===== config.mk =====
export PLATFORM = sky130hd
export DESIGN_NAME = sreg_bitman_unit
export DESIGN_NICKNAME = d
export VERILOG_FILES = /design/src/rtl/sreg_pkg.sv /design/src/rtl/sreg_decode.sv /design/src/rtl/sreg_file.sv /design/src/rtl/sreg_bitxfer.sv /design/src/rtl/sreg_branch.sv /design/src/rtl/sreg_bitman_unit.sv
export SDC_FILE = /design/constraint.sdc
export NUM_CORES = 1
export LEC_CHECK = 0
export ABC_AREA = 1
export BUFFER_PORTS_ARGS = -buffer_cell sky130_fd_sc_hd__buf_2
export CORE_ASPECT_RATIO = 1.5
export CORE_MARGIN = 2
export CORE_UTILIZATION = 42
export CTS_CLUSTER_DIAMETER = 120
export DETAILED_ROUTE_END_ITERATION = 16
export GPL_ROUTABILITY_DRIVEN = 0
export GPL_TIMING_DRIVEN = 0
export MAX_ROUTING_LAYER = met4
export PLACE_DENSITY = 0.78
export SETUP_SLACK_MARGIN = 0.02
export SYNTH_ARGS = -nofsm -noshare
export SYNTH_HDL_FRONTEND = slang
export SYNTH_HIERARCHICAL = 1
export SYNTH_SLANG_ARGS = --single-unit

===== constraint.sdc =====
create_clock -name clk -period 1.6 [get_ports clk]
set_clock_uncertainty 0.15 [all_clocks]
set_input_delay 0.08 -clock clk [delete_from_list [all_inputs] [get_ports clk]]
set_output_delay 0.08 -clock clk [all_outputs]
set_load 0.1 [all_outputs]

===== src/rtl/sreg_pkg.sv =====
package sreg_pkg;

    localparam int SREG_W  = 8;
    localparam int FIDX_W  = $clog2(SREG_W);
    localparam int OP_W    = 5;

    localparam logic [OP_W-1:0] OP_NOP   = 5'h00;
    localparam logic [OP_W-1:0] OP_FSET  = 5'h01;
    localparam logic [OP_W-1:0] OP_FCLR  = 5'h02;
    localparam logic [OP_W-1:0] OP_BST   = 5'h03;
    localparam logic [OP_W-1:0] OP_BLD   = 5'h04;
    localparam logic [OP_W-1:0] OP_BRSET = 5'h05;
    localparam logic [OP_W-1:0] OP_BRCLR = 5'h06;

    typedef enum logic [FIDX_W-1:0] {
        FL_C = 3'd0,
        FL_Z = 3'd1,
        FL_N = 3'd2,
        FL_V = 3'd3,
        FL_S = 3'd4,
        FL_H = 3'd5,
        FL_T = 3'd6,
        FL_I = 3'd7
    } flag_e;

    typedef struct packed {
        logic              set_en;
        logic              clr_en;
        logic [FIDX_W-1:0] sel;
        logic              bst_en;
        logic              bld_en;
        logic              br_en;
        logic              br_want;
    } ctrl_t;

    function automatic logic is_short(input logic [OP_W-1:0] op);
        return op[OP_W-1];
    endfunction

    function automatic logic [SREG_W-1:0] onehot(input logic [FIDX_W-1:0] idx);
        logic [SREG_W-1:0] m;
        m = '0;
        m[idx] = 1'b1;
        return m;
    endfunction

endpackage


===== src/rtl/sreg_decode.sv =====
module sreg_decode
    import sreg_pkg::*;
(
    input  logic [OP_W-1:0]   op_i,
    input  logic [FIDX_W-1:0] flag_idx_i,
    output ctrl_t             ctrl_o
);
    always_comb begin
        ctrl_o = '0;
        ctrl_o.sel = flag_idx_i;
        if (is_short(op_i)) begin
            ctrl_o.sel    = op_i[FIDX_W-1:0];
            ctrl_o.set_en = op_i[FIDX_W];
            ctrl_o.clr_en = ~op_i[FIDX_W];
        end else begin
            unique case (op_i)
                OP_FSET:  ctrl_o.set_en = 1'b1;
                OP_FCLR:  ctrl_o.clr_en = 1'b1;
                OP_BST:   ctrl_o.bst_en = 1'b1;
                OP_BLD:   ctrl_o.bld_en = 1'b1;
                OP_BRSET: begin
                    ctrl_o.br_en   = 1'b1;
                    ctrl_o.br_want = 1'b1;
                end
                OP_BRCLR: begin
                    ctrl_o.br_en   = 1'b1;
                    ctrl_o.br_want = 1'b0;
                end
                default: ;
            endcase
        end
    end
endmodule


===== src/rtl/sreg_file.sv =====
module sreg_file
    import sreg_pkg::*;
(
    input  logic              clk,
    input  logic              rst,
    input  ctrl_t             ctrl_i,
    input  logic              t_new_i,
    input  logic              ext_we_i,
    input  logic [SREG_W-1:0] ext_flags_i,
    output logic [SREG_W-1:0] sreg_o
);
    logic [SREG_W-1:0] sreg_q, sreg_d, mask;
    logic              explicit;

    assign mask     = onehot(ctrl_i.sel);
    assign explicit = ctrl_i.set_en | ctrl_i.clr_en | ctrl_i.bst_en;

    always_comb begin
        sreg_d = sreg_q;
        if (ctrl_i.set_en) begin
            sreg_d = sreg_q | mask;
        end else if (ctrl_i.clr_en) begin
            sreg_d = sreg_q & ~mask;
        end else if (ctrl_i.bst_en) begin
            sreg_d[FL_T] = t_new_i;
        end else if (ext_we_i) begin
            sreg_d = ext_flags_i;
        end
    end

    always_ff @(posedge clk) begin
        if (rst) sreg_q <= '0;
        else     sreg_q <= sreg_d;
    end

    assign sreg_o = sreg_q;

    logic unused_explicit;
    assign unused_explicit = explicit;
endmodule


===== src/rtl/sreg_bitxfer.sv =====
module sreg_bitxfer
    import sreg_pkg::*;
#(
    parameter int DATA_W = 8,
    localparam int BIDX_W = $clog2(DATA_W)
) (
    input  logic              clk,
    input  logic              rst,
    input  logic              bld_en_i,
    input  logic [BIDX_W-1:0] bit_idx_i,
    input  logic [DATA_W-1:0] data_i,
    input  logic              t_cur_i,
    output logic              t_new_o,
    output logic [DATA_W-1:0] data_o,
    output logic              we_o
);
    logic [DATA_W-1:0] merged;

    assign t_new_o = data_i[bit_idx_i];

    always_comb begin
        merged = data_i;
        merged[bit_idx_i] = t_cur_i;
    end

    always_ff @(posedge clk) begin
        if (rst) begin
            data_o <= '0;
            we_o   <= 1'b0;
        end else begin
            we_o <= bld_en_i;
            if (bld_en_i) data_o <= merged;
        end
    end
endmodule


===== src/rtl/sreg_branch.sv =====
module sreg_branch
    import sreg_pkg::*;
(
    input  logic              clk,
    input  logic              rst,
    input  logic              br_en_i,
    input  logic              br_want_i,
    input  logic [FIDX_W-1:0] sel_i,
    input  logic [SREG_W-1:0] sreg_i,
    output logic              valid_o,
    output logic              taken_o,
    output logic [1:0]        cycles_o
);
    logic hit;
    assign hit = (sreg_i[sel_i] == br_want_i);

    always_ff @(posedge clk) begin
        if (rst) begin
            valid_o  <= 1'b0;
            taken_o  <= 1'b0;
            cycles_o <= 2'd0;
        end else begin
            valid_o  <= br_en_i;
            taken_o  <= br_en_i & hit;
            cycles_o <= !br_en_i ? 2'd0 : (hit ? 2'd2 : 2'd1);
        end
    end
endmodule


===== src/rtl/sreg_bitman_unit.sv =====
module sreg_bitman_unit
    import sreg_pkg::*;
(
    input  logic        clk,
    input  logic        rst,
    input  logic [4:0]  op_i,
    input  logic [2:0]  flag_idx_i,
    input  logic [2:0]  bit_idx_i,
    input  logic [7:0]  reg_data_i,
    input  logic        ext_we_i,
    input  logic [7:0]  ext_flags_i,
    output logic [7:0]  sreg_o,
    output logic [7:0]  reg_data_o,
    output logic        reg_we_o,
    output logic        br_valid_o,
    output logic        br_taken_o,
    output logic [1:0]  br_cycles_o
);
    ctrl_t             ctrl;
    logic              t_new;
    logic [SREG_W-1:0] sreg;

    sreg_decode u_dec (
        .op_i       (op_i),
        .flag_idx_i (flag_idx_i),
        .ctrl_o     (ctrl)
    );

    sreg_file u_file (
        .clk         (clk),
        .rst         (rst),
        .ctrl_i      (ctrl),
        .t_new_i     (t_new),
        .ext_we_i    (ext_we_i),
        .ext_flags_i (ext_flags_i),
        .sreg_o      (sreg)
    );

    sreg_bitxfer #(.DATA_W(8)) u_xfer (
        .clk       (clk),
        .rst       (rst),
        .bld_en_i  (ctrl.bld_en),
        .bit_idx_i (bit_idx_i),
        .data_i    (reg_data_i),
        .t_cur_i   (sreg[FL_T]),
        .t_new_o   (t_new),
        .data_o    (reg_data_o),
        .we_o      (reg_we_o)
    );

    sreg_branch u_br (
        .clk       (clk),
        .rst       (rst),
        .br_en_i   (ctrl.br_en),
        .br_want_i (ctrl.br_want),
        .sel_i     (ctrl.sel),
        .sreg_i    (sreg),
        .valid_o   (br_valid_o),
        .taken_o   (br_taken_o),
        .cycles_o  (br_cycles_o)
    );

    assign sreg_o = sreg;
endmodule


==> out/qor.csv, run 1 <==
stage;metric;value;unit
worst_setup_path;crit_fanout;10;
timing;tightestPinTransition;0.663;ns
run;max_cap_viol_count;0;
worst_hold_path;min_path_type;in -> reg;
clocking;postCtsSetupRepairBufs;0;
finish;most-common-layout-cells;nand2_1, buf_2, inv_1, nor2_1, nand3_1;
detailed_routing;detailedRoute.firstIterationViolations;58;
timing;final_max_slew_viol_count;0;
timing;final-hold-violation-count;0;
detailed_routing;drtAntennaViolNets;0;
die;die-width;54.3;µm
clocking;cts_tree;yes;
worst_setup_path;critPathArrivalTime;1.47;ns
timing;finalSetupTns;0;ns
global_route;antenna_found_initial;0;
clocking;ctsHtreeMaxLevel;1;
finish;syn2layout_area_growth;30.3;%
power;net-switching-power;621;µW
detailed_routing;drt-wirelength-per-cell;10.9;µm
placed_design;dp.final_hpwl;3220;µm
logic_synthesis;yosysWarningCount;6;
finish;postLayoutCoreUtil;56.9;%
finish;layout_commonest_cell;nand2_1;
power;p_sw_share;40.9;%
worst_setup_path;timing.critical_path.slowest_stage_cell;o21ai_1;
global_route;groute.usage.overall;21.6;%
clocking;root_buffer;clkbuf_8;
power;logic_gate_share_of_total_power;38.9;%
worst_setup_path;cp-start-kind;input port;
detailed_routing;routed-via-count;1925;
global_route;first_global_vias;1729;
worst_setup_path;crit_path_frequent_cell;nand2_1;
power;pwr_density_cell;730;nW/µm²
timing;grt_setup_unrepaired;yes;
global_route;grt_first_pass_wirelength;6910;µm
timing;max_slew_margin;55.5;%
die;area_of_the_core_region;3650;µm²
detailed_routing;total_routed_length;4250;µm
timing;fin_crit;1.46;ns
worst_setup_path;timing_worst_setup_path_type;in -> reg;
logic_synthesis;syn-instance-count;282;
clocking;clk_pin_slew;0.07;ns
global_route;grt_overflow_total;0;
die;die_height;79.5;µm
finish;drive_above_1_share;25.0;%
finish;fin_nets;379;
die;initial_utilization;43.7;%
power;seq_power_share;38.0;%
die;fp.dieArea;4310;µm²
worst_setup_path;worst_setup_path_end_kind;flip-flop;
logic_synthesis;ys_types;24;
logic_synthesis;ys_seq_area_share;26.4;%
clocking;worstSkewPairLatency;0.26;ns
power;max-vdd-ir-drop;0.481;mV
worst_setup_path;worstPathCellList;buf_2 > inv_2 > o21ai_1 > inv_1 > nand3_1 > nand2_1 > nand2_1 > nand3_1 > nand2_1 > inv_1;
global_route;grt_max_degree;12;
finish;antenna_cells_inserted;0;
outcome;run_status;completed;
placed_design;port-buffer-count;50;
detailed_routing;route.detailed.vias_per_inst;4.92;
die;design.portCount;51;
clocking;tritoncts_num_sinks;21;
clocking;cts-root-to-sink-buffers;2;
logic_synthesis;post_synth_instance_area;1590;µm²
power;power_leakage;1.14;nW
detailed_routing;post-route-drc-count;0;
timing;timing.fmax;0.686;GHz
placed_design;dpl_cell_area;1910;µm²
die;rows;27;
worst_setup_path;slowest_delay;0.55;ns
clocking;cts_made_buffers;3;
timing;setup_violations;0;
logic_synthesis;synth-seq-cells;21;
worst_setup_path;required_time_of_the_worst_setup_path;1.61;ns
logic_synthesis;syn_nets;312;
logic_synthesis;average_cell_area_after_synthesis;5.65;µm²
power;internal_power_summed_over_all_cells;896;µW
timing;period_share;91.1;%
finish;filler_cell_count;390;
power;power.share.clock;23.0;%
detailed_routing;dr.pass1.iters;4;
finish;post_route_cell_area;2080;µm²
==> layer usage <==
metal | track usage [%] | up-vias | routed length (µm)
met5 | - | - | 0
met4 | 7.25 | 0 | 51
met3 | 2.62 | 4 | 161
met2 | 40.5 | 47 | 2360
met1 | 22.0 | 861 | 1670
li1 | - | 1013 | -
==> cells in the mapped netlist (all sizes together) <==
cell type	number	area, µm²
clkbuf	3	15.0
clkinv	1	5.00
nand2	82	325
a21oi	6	30.0
o21ai	21	116
nand4	8	50.1
dfxtp	21	420
o21bai	1	7.51
nor2	43	171
buf	5	36.3
nand3	41	225
a21boi	1	7.51
inv	49	184
==> worst paths after layout <==
check / startpoint / slack, ns / cells past startpoint / to
worst max register to register: u_file/sreg_o[6] / 0.37 / 5 / u_xfer/data_o[2]
worst min-delay path: ext_flags_i[3] / 0.01 / 5 / u_file/sreg_o[3]
worst min register to register: u_xfer/data_o[1] / 0.37 / 2 / u_xfer/data_o[1]
worst max-delay path: op_i[4] / 0.14 / 10 / u_file/sreg_o[5]
==> registers in the layout, indices dropped and copies added, names as in the netlist <==
| name | flops |
|---|---|
| u_file/sreg_o | 8 |
| u_xfer/data_o | 8 |
| u_br/cycles_o | 2 |
| u_br/taken_o | 1 |
| u_br/valid_o | 1 |
| u_xfer/we_o | 1 |
==> worst max-delay path, delay by kind of cell <==
kind	cells	cell delay, ns
simple gates	5	0.40
compound gates	1	0.55
buf+inv	4	0.43
==> power by group through the flow <==
stage / sequential [mW] / clock (mW) / combinational (mW)
after floorplan: 0.771 / 0 / 0.256
after global routing: 0.583 / 0.393 / 0.642
after global placement: 0.589 / 0 / 0.557
final: 0.577 / 0.349 / 0.591
after detailed placement: 0.590 / 0 / 0.563
after CTS: 0.577 / 0.376 / 0.587
==> what timing repair did <==
item | in CTS | in global routing
endpoints found under the setup margin | 0 | 6
hold buffers | 12 | 0
resized for setup | 0 | 1
endpoints found under the hold margin | 15 | 0
==> layout make-up <==
type	instances	area [µm²]	share of cell area, %
buffer	8	51.3	2.47
clock buffer	4	45.0	2.17
inverter	50	189	9.10
multi-input combinational	203	937	45.1
sequential	21	430	20.7
tap	43	53.8	2.59
timing repair buffer	62	370	17.8
==> through the flow <==
stage | std cells | hold WS [ns] | setup WS [ns] | power [mW]
4_1_cts | 391 | 0.00762 | 0.0754 | 1.54
5_1_grt | 391 | 0.0423 | 0.0185 | 1.62
6_report | 391 | 0.0116 | 0.142 | 1.52
2_1_floorplan | 282 | 0.0124 | 0.141 | 1.03
3_5_place_dp | 375 | 0.137 | -0.207 | 1.15
3_3_place_gp | 375 | 0.133 | -0.182 | 1.15
==> cell families after synthesis <==
kind of cell / Yosys count / share of synthesized area (%)
AOI/OAI and AO/OA: 29 / 10.1
buffers and inverters: 58 / 15.1
DFF: 21 / 26.4
and+or+nand+nor: 174 / 48.4
Power figures use the tool's default switching activity.
==> inputs of run 2 (changes only) <==
--- a/config.mk
+++ b/config.mk
@@ -14,7 +14,6 @@
 export DETAILED_ROUTE_END_ITERATION = 16
 export GPL_ROUTABILITY_DRIVEN = 0
 export GPL_TIMING_DRIVEN = 0
-export MAX_ROUTING_LAYER = met4
 export PLACE_DENSITY = 0.78
 export SETUP_SLACK_MARGIN = 0.02
 export SYNTH_ARGS = -nofsm -noshare
==> out/qor.csv, run 2 (synthesized netlist as in run 1, its figures left out) <==
stage;metric;value;unit;change
worst_setup_path;cp-start-kind;input port;;
die;rows;27;;unchanged
die;area_of_the_core_region;3650;µm²;unchanged
die;fp.dieArea;4310;µm²;unchanged
clocking;cts_tree;yes;;
power;power.share.clock;23.0;%;about the same
timing;grt_setup_unrepaired;yes;;
global_route;grt_first_pass_wirelength;6910;µm;unchanged
finish;layout_commonest_cell;nand2_1;;
placed_design;preCtsSetupSlack;-0.207;ns;unchanged
power;internal_power_summed_over_all_cells;896;µW;about the same
timing;tightestPinTransition;0.648;ns;-0.0146 ns
worst_setup_path;critPathArrivalTime;1.45;ns;-0.02 ns
timing;max_slew_margin;56.5;%;+0.98 points
global_route;groute.usage.overall;21.1;%;-0.53 points
detailed_routing;route.detailed.vias_per_inst;4.93;;+0.16%
timing;setup_violations;0;;unchanged
worst_setup_path;required_time_of_the_worst_setup_path;1.60;ns;about the same
power;net-switching-power;621;µW;about the same
power;pwr_density_cell;730;nW/µm²;about the same
power;logic_gate_share_of_total_power;38.9;%;about the same
worst_hold_path;min_path_type;in -> reg;;
timing;fin_crit;1.44;ns;-0.0137 ns
worst_setup_path;crit_fanout;10;;unchanged
placed_design;port-buffer-count;50;;unchanged
worst_setup_path;timing_worst_setup_path_type;in -> reg;;
placed_design;dp.final_hpwl;3220;µm;unchanged
finish;fin_nets;379;;unchanged
finish;filler_cell_count;390;;unchanged
power;power_leakage;1.14;nW;unchanged
die;design.portCount;51;;unchanged
power;seq_power_share;38.0;%;about the same
finish;most-common-layout-cells;nand2_1, buf_2, inv_1, nor2_1, nand3_1;;
clocking;clk_pin_slew;0.07;ns;about the same
global_route;grt_max_degree;12;;unchanged
clocking;root_buffer;clkbuf_8;;
timing;final-hold-violation-count;0;;unchanged
finish;drive_above_1_share;25.0;%;unchanged
timing;final_max_slew_viol_count;0;;unchanged
timing;layout_setup_ws;0.156;ns;+0.0137 ns
detailed_routing;drt-wirelength-per-cell;10.9;µm;+0.19%
clocking;worstSkewPairLatency;0.26;ns;about the same
finish;antenna_cells_inserted;0;;unchanged
timing;timing.fmax;0.693;GHz;+0.95%
clocking;tritoncts_num_sinks;21;;unchanged
worst_setup_path;worst_setup_path_end_kind;flip-flop;;
die;initial_utilization;43.7;%;unchanged
global_route;grt_overflow_total;0;;unchanged
die;die-width;54.3;µm;unchanged
clocking;ctsHtreeMaxLevel;1;;unchanged
detailed_routing;total_routed_length;4260;µm;+0.19%
outcome;run_status;completed;;
detailed_routing;drtAntennaViolNets;0;;unchanged
clocking;cts_made_buffers;3;;unchanged
detailed_routing;post-route-drc-count;0;;unchanged
finish;syn2layout_area_growth;30.3;%;unchanged
timing;period_share;90.2;%;-0.85 points
detailed_routing;routed-via-count;1928;;+0.16%
run;max_cap_viol_count;0;;unchanged
clocking;cts-root-to-sink-buffers;2;;unchanged
die;die_height;79.5;µm;unchanged
finish;postLayoutCoreUtil;56.9;%;unchanged
global_route;antenna_found_initial;0;;unchanged
power;p_sw_share;40.9;%;about the same
global_route;first_global_vias;1729;;unchanged
detailed_routing;detailedRoute.firstIterationViolations;51;;-12%
power;max-vdd-ir-drop;0.481;mV;about the same
detailed_routing;dr.pass1.iters;5;;+1
[run 2: cell type report]
cell class	instances	area (µm²)	area share [%]
clock buffer	4	45.0	2.17
timing repair buffer	62	370	17.8
inverter	50	189	9.10
buffer	8	51.3	2.47
sequential	21	430	20.7
tap	43	53.8	2.59
multi-input combinational	203	937	45.1
[run 2: final timing paths]
check                           cells after the start          endpoint             start  slack, ns
worst max register to register                      5  u_xfer/data_o[3]  u_file/sreg_o[6]       0.37
worst min-delay path                                5  u_file/sreg_o[3]    ext_flags_i[3]       0.01
worst min register to register                      2  u_xfer/data_o[1]  u_xfer/data_o[1]       0.37
worst max-delay path                               10  u_br/cycles_o[1]           op_i[4]       0.16
[run 2: per-stage QoR]
step / total power, mW / hold WS (ns) / std cells / setup TNS [ns] / instance area (µm²)
after floorplan: 1.03 / 0.0124 / 282 / 0 / 1600
after global placement: 1.15 / 0.133 / 375 / -0.996 / 1910
after detailed placement: 1.15 / 0.137 / 375 / -1.16 / 1910
after CTS: 1.54 / 0.00762 / 391 / 0 / 2070
after global routing: 1.62 / 0.0423 / 391 / 0 / 2080
final: 1.52 / 0.0107 / 391 / 0 / 2080
[run 2: critical path, cell delays in order]
cell and delay (ns):
buf_2 0.12, inv_2 0.09, o21ai_1 0.54, inv_1 0.12
nand3_1 0.12, nand3_2 0.10, nand2_2 0.09, nand2_1 0.05
nand2_1 0.09, nor2_1 0.04
[run 2: power by group through the flow]
| stage | clock network (mW) | logic, mW | registers [mW] |
|---|---|---|---|
| 2_1_floorplan | 0 | 0.256 | 0.771 |
| 3_3_place_gp | 0 | 0.557 | 0.589 |
| 3_5_place_dp | 0 | 0.563 | 0.590 |
| 4_1_cts | 0.376 | 0.587 | 0.577 |
| 5_1_grt | 0.393 | 0.642 | 0.583 |
| 6_report | 0.349 | 0.591 | 0.577 |
[run 2: routing by layer]
metal  share of wire, %  track usage, %  routed length, µm  vias to the layer above
li1                   -               -                  -                     1012
met1                 39            21.5               1640                      864
met2                 55            40.5               2360                       48
met3                4.8            3.37                203                        4
met4                1.2            7.25                 51                        0
met5                  0               0                  0                        -
[run 2: what timing repair did]
action / 4_1_cts / 5_1_grt
hold endpoints to repair: 15 / 0
gates resized for setup: 0 / 1
setup endpoints to repair: 0 / 6
setup buffers: 0 / 0
hold buffers: 12 / 0
==> inputs of run 3 (changes only) <==
--- a/config.mk
+++ b/config.mk
@@ -14,7 +14,7 @@
 export DETAILED_ROUTE_END_ITERATION = 16
 export GPL_ROUTABILITY_DRIVEN = 0
 export GPL_TIMING_DRIVEN = 0
-export PLACE_DENSITY = 0.78
+export PLACE_DENSITY_LB_ADDON = 0.12
 export SETUP_SLACK_MARGIN = 0.02
 export SYNTH_ARGS = -nofsm -noshare
 export SYNTH_HDL_FRONTEND = slang
==> constraint.sdc (replaced) <==
create_clock -name clk -period 1.2 [get_ports clk]
set_clock_uncertainty 0.15 [all_clocks]
set_input_delay 0.06 -clock clk [delete_from_list [all_inputs] [get_ports clk]]
set_output_delay 0.06 -clock clk [all_outputs]
set_load 0.1 [all_outputs]
==> out/qor.csv, run 3 (synthesized netlist as in run 1, its figures left out) <==
stage;metric;value;unit;change
global_route;grt_overflow_total;0;;unchanged
worst_setup_path;critPathArrivalTime;1.20;ns;-0.25 ns
worst_setup_path;critPathTopFamily;simple AND/OR/NAND/NOR gates;;
finish;final_cell_count_without_fillers;395;;+1.0%
outcome;run_status;completed;;
finish;fin_nets;383;;+1.1%
worst_setup_path;timing.critical_path.buf_inv;5;;+2
timing;final_max_slew_viol_count;0;;unchanged
global_route;grt_max_degree;18;;+6
placed_design;placed_cells;375;;unchanged
finish;drive_above_1_share;35.8;%;+11 points
die;fp.dieArea;4310;µm²;unchanged
global_route;groute.usage.overall;22.9;%;+1.8 points
timing;fin_crit;1.19;ns;
die;die-width;54.3;µm;unchanged
finish;layout.area.seq;460;µm²;+7.0%
power;p_sw_share;41.8;%;+0.86 points
clocking;cts_tree;yes;;
worst_setup_path;timing.critical_path.slowest_stage_cell;nor2_4;;
finish;postLayoutCoreUtil;63.8;%;+6.9 points
placed_design;dp.final_hpwl;3380;µm;+4.8%
power;pwr_density_cell;922;nW/µm²;+26%
die;die_height;79.5;µm;unchanged
timing;period_share;99.3;%;
worst_setup_path;worst_setup_path_end_kind;flip-flop;;
die;design.portCount;51;;unchanged
placed_design;port-buffer-count;50;;unchanged
finish;multi_input_area;1050;µm²;+12%
detailed_routing;detailedRoute.firstIterationViolations;59;;+16%
detailed_routing;dr.pass1.iters;4;;-1
detailed_routing;route.detailed.vias_per_inst;5.02;;+1.8%
clocking;clk_pin_slew;0.07;ns;about the same
finish;syn2layout_area_growth;46.1;%;
run;max_cap_viol_count;0;;unchanged
detailed_routing;routed-via-count;1982;;+2.8%
global_route;antenna_found_initial;0;;unchanged
clocking;ctsHtreeMaxLevel;1;;unchanged
timing;setup_violations;0;;unchanged
power;seq_power_share;36.2;%;-1.8 points
finish;antenna_cells_inserted;0;;unchanged
worst_setup_path;crit_fanout;7;;-3
worst_setup_path;slowest_delay;0.19;ns;-0.35 ns
power;logic_gate_share_of_total_power;41.9;%;+3.0 points
power;net-switching-power;898;µW;+45%
worst_setup_path;cp-start-kind;input port;;
global_route;first_global_vias;1852;;+7.1%
clocking;cts-root-to-sink-buffers;2;;unchanged
detailed_routing;drt-wirelength-per-cell;12.0;µm;+10%
power;internal_power_summed_over_all_cells;1.25;mW;+39%
placed_design;preCtsSetupSlack;-0.333;ns;-0.126 ns
clocking;worstSkewPairLatency;0.26;ns;about the same
clocking;root_buffer;clkbuf_8;;
detailed_routing;drtAntennaViolNets;0;;unchanged
finish;most-common-layout-cells;nand2_1, nor2_1, nand3_1, inv_1, buf_2;;
detailed_routing;post-route-drc-count;0;;unchanged
timing;grt_setup_unrepaired;yes;;
timing;layout_setup_ws;0.00850;ns;-0.148 ns
power;power_leakage;1.19;nW;+4.0%
timing;max_slew_margin;78.0;%;+22 points
worst_hold_path;min_path_type;in -> reg;;
clocking;cts_made_buffers;3;;unchanged
finish;layout_commonest_cell;nand2_1;;
clocking;tritoncts_num_sinks;21;;unchanged
worst_setup_path;timing_worst_setup_path_type;in -> reg;;
die;initial_utilization;43.7;%;unchanged
detailed_routing;total_routed_length;4740;µm;+11%
die;rows;27;;unchanged
worst_setup_path;worstPathCellList;buf_6 > clkinvlp_4 > nand2_4 > o21ai_4 > buf_12 > nor2_4 > nand2_4 > o21ai_2 > inv_1 > nand2_1 > inv_1;;
finish;filler_cell_count;355;;-9.0%
global_route;grt_first_pass_wirelength;7420;µm;+7.4%
timing;final-hold-violation-count;0;;unchanged
die;area_of_the_core_region;3650;µm²;unchanged
worst_setup_path;required_time_of_the_worst_setup_path;1.21;ns;-0.39 ns
timing;tightestPinTransition;0.330;ns;-0.319 ns
power;max-vdd-ir-drop;0.700;mV;+46%
power;power.share.clock;21.9;%;-1.1 points
timing;timing.fmax;0.839;GHz;
## run 3: cell types whose count changed in the layout (fill, tap and decap cells not counted), moves of 3 or more
| cell | delta |
|---|---|
| buf_2 | -24 |
| buf_4 | +22 |
| dfxtp_1 | -8 |
| dfxtp_4 | +8 |
| inv_1 | -10 |
| inv_2 | +7 |
| nand2_1 | -9 |
| nand2_2 | +7 |
| nand3_1 | -3 |
| o21ai_0 | -6 |
| o21ai_1 | +5 |
| o21ai_4 | +3 |
## run 3: area by class of cell
type                    instances  share of cell area [%]
repair buffers                 64                    19.8
flip-flops and latches         21                    19.8
clock buffers                   3                    1.77
clock inverters                 1                   0.215
well taps                      43                    2.31
plain buffers                   7                    2.26
inverters                      50                    8.70
multi-input cells             206                    45.2
## run 3: routing by layer
metal | share of wire, % | GRT usage (%) | up-vias
met5 | 0 | 0 | -
met4 | 1.8 | 8.00 | 0
met3 | 4.8 | 3.93 | 8
met2 | 57 | 45.1 | 65
met1 | 36 | 22.1 | 883
li1 | - | - | 1026
## run 3: worst register-to-register path: cells and delay by family, from the launching register on
family | cells | cell delay [ns]
flops | 1 | 0.37
simple gates | 7 | 0.54
buf+inv | 1 | 0.03
## run 3: path summary, 6_finish.rpt
kind | start | to | slack, ns | cells after the start
max | op_i[0] | u_file/sreg_o[3] | 0.009 | 11
min | ext_flags_i[3] | u_file/sreg_o[3] | 0.0005 | 5
max reg2reg | u_file/sreg_o[7] | u_br/cycles_o[1] | 0.04 | 8
min reg2reg | u_xfer/data_o[0] | u_xfer/data_o[0] | 0.38 | 2
## run 3: timing repair
item | in CTS | in global routing
setup endpoints to repair | 38 | 20
buffers inserted | 1 | 1
pin swaps | 2 | 13
gates resized for setup | 26 | 33
cloned | 1 | 2
hold buffers | 12 | 0
hold endpoints to repair | 15 | 0
## run 3: power groups by stage
stage / sequential [mW] / combinational, mW / clock, mW
CTS: 0.774 / 0.839 / 0.494
global route: 0.782 / 0.977 / 0.527
finish: 0.776 / 0.900 / 0.471
detailed placement: 0.789 / 0.762 / 0
global placement: 0.787 / 0.757 / 0
floorplan: 1.03 / 0.350 / 0
## run 3: through the flow
stage                     power [mW]  instance area [µm²]  TNS [ns]  hold slack (ns)
final                           2.15                 2330         0         0.000461
after global routing            2.29                 2330    -0.276           0.0417
after CTS                       2.11                 2220         0         0.000357
after detailed placement        1.55                 1960     -5.83            0.124
after global placement          1.54                 1960     -5.67            0.123
after floorplan                 1.38                 1650    -0.279         -0.00762
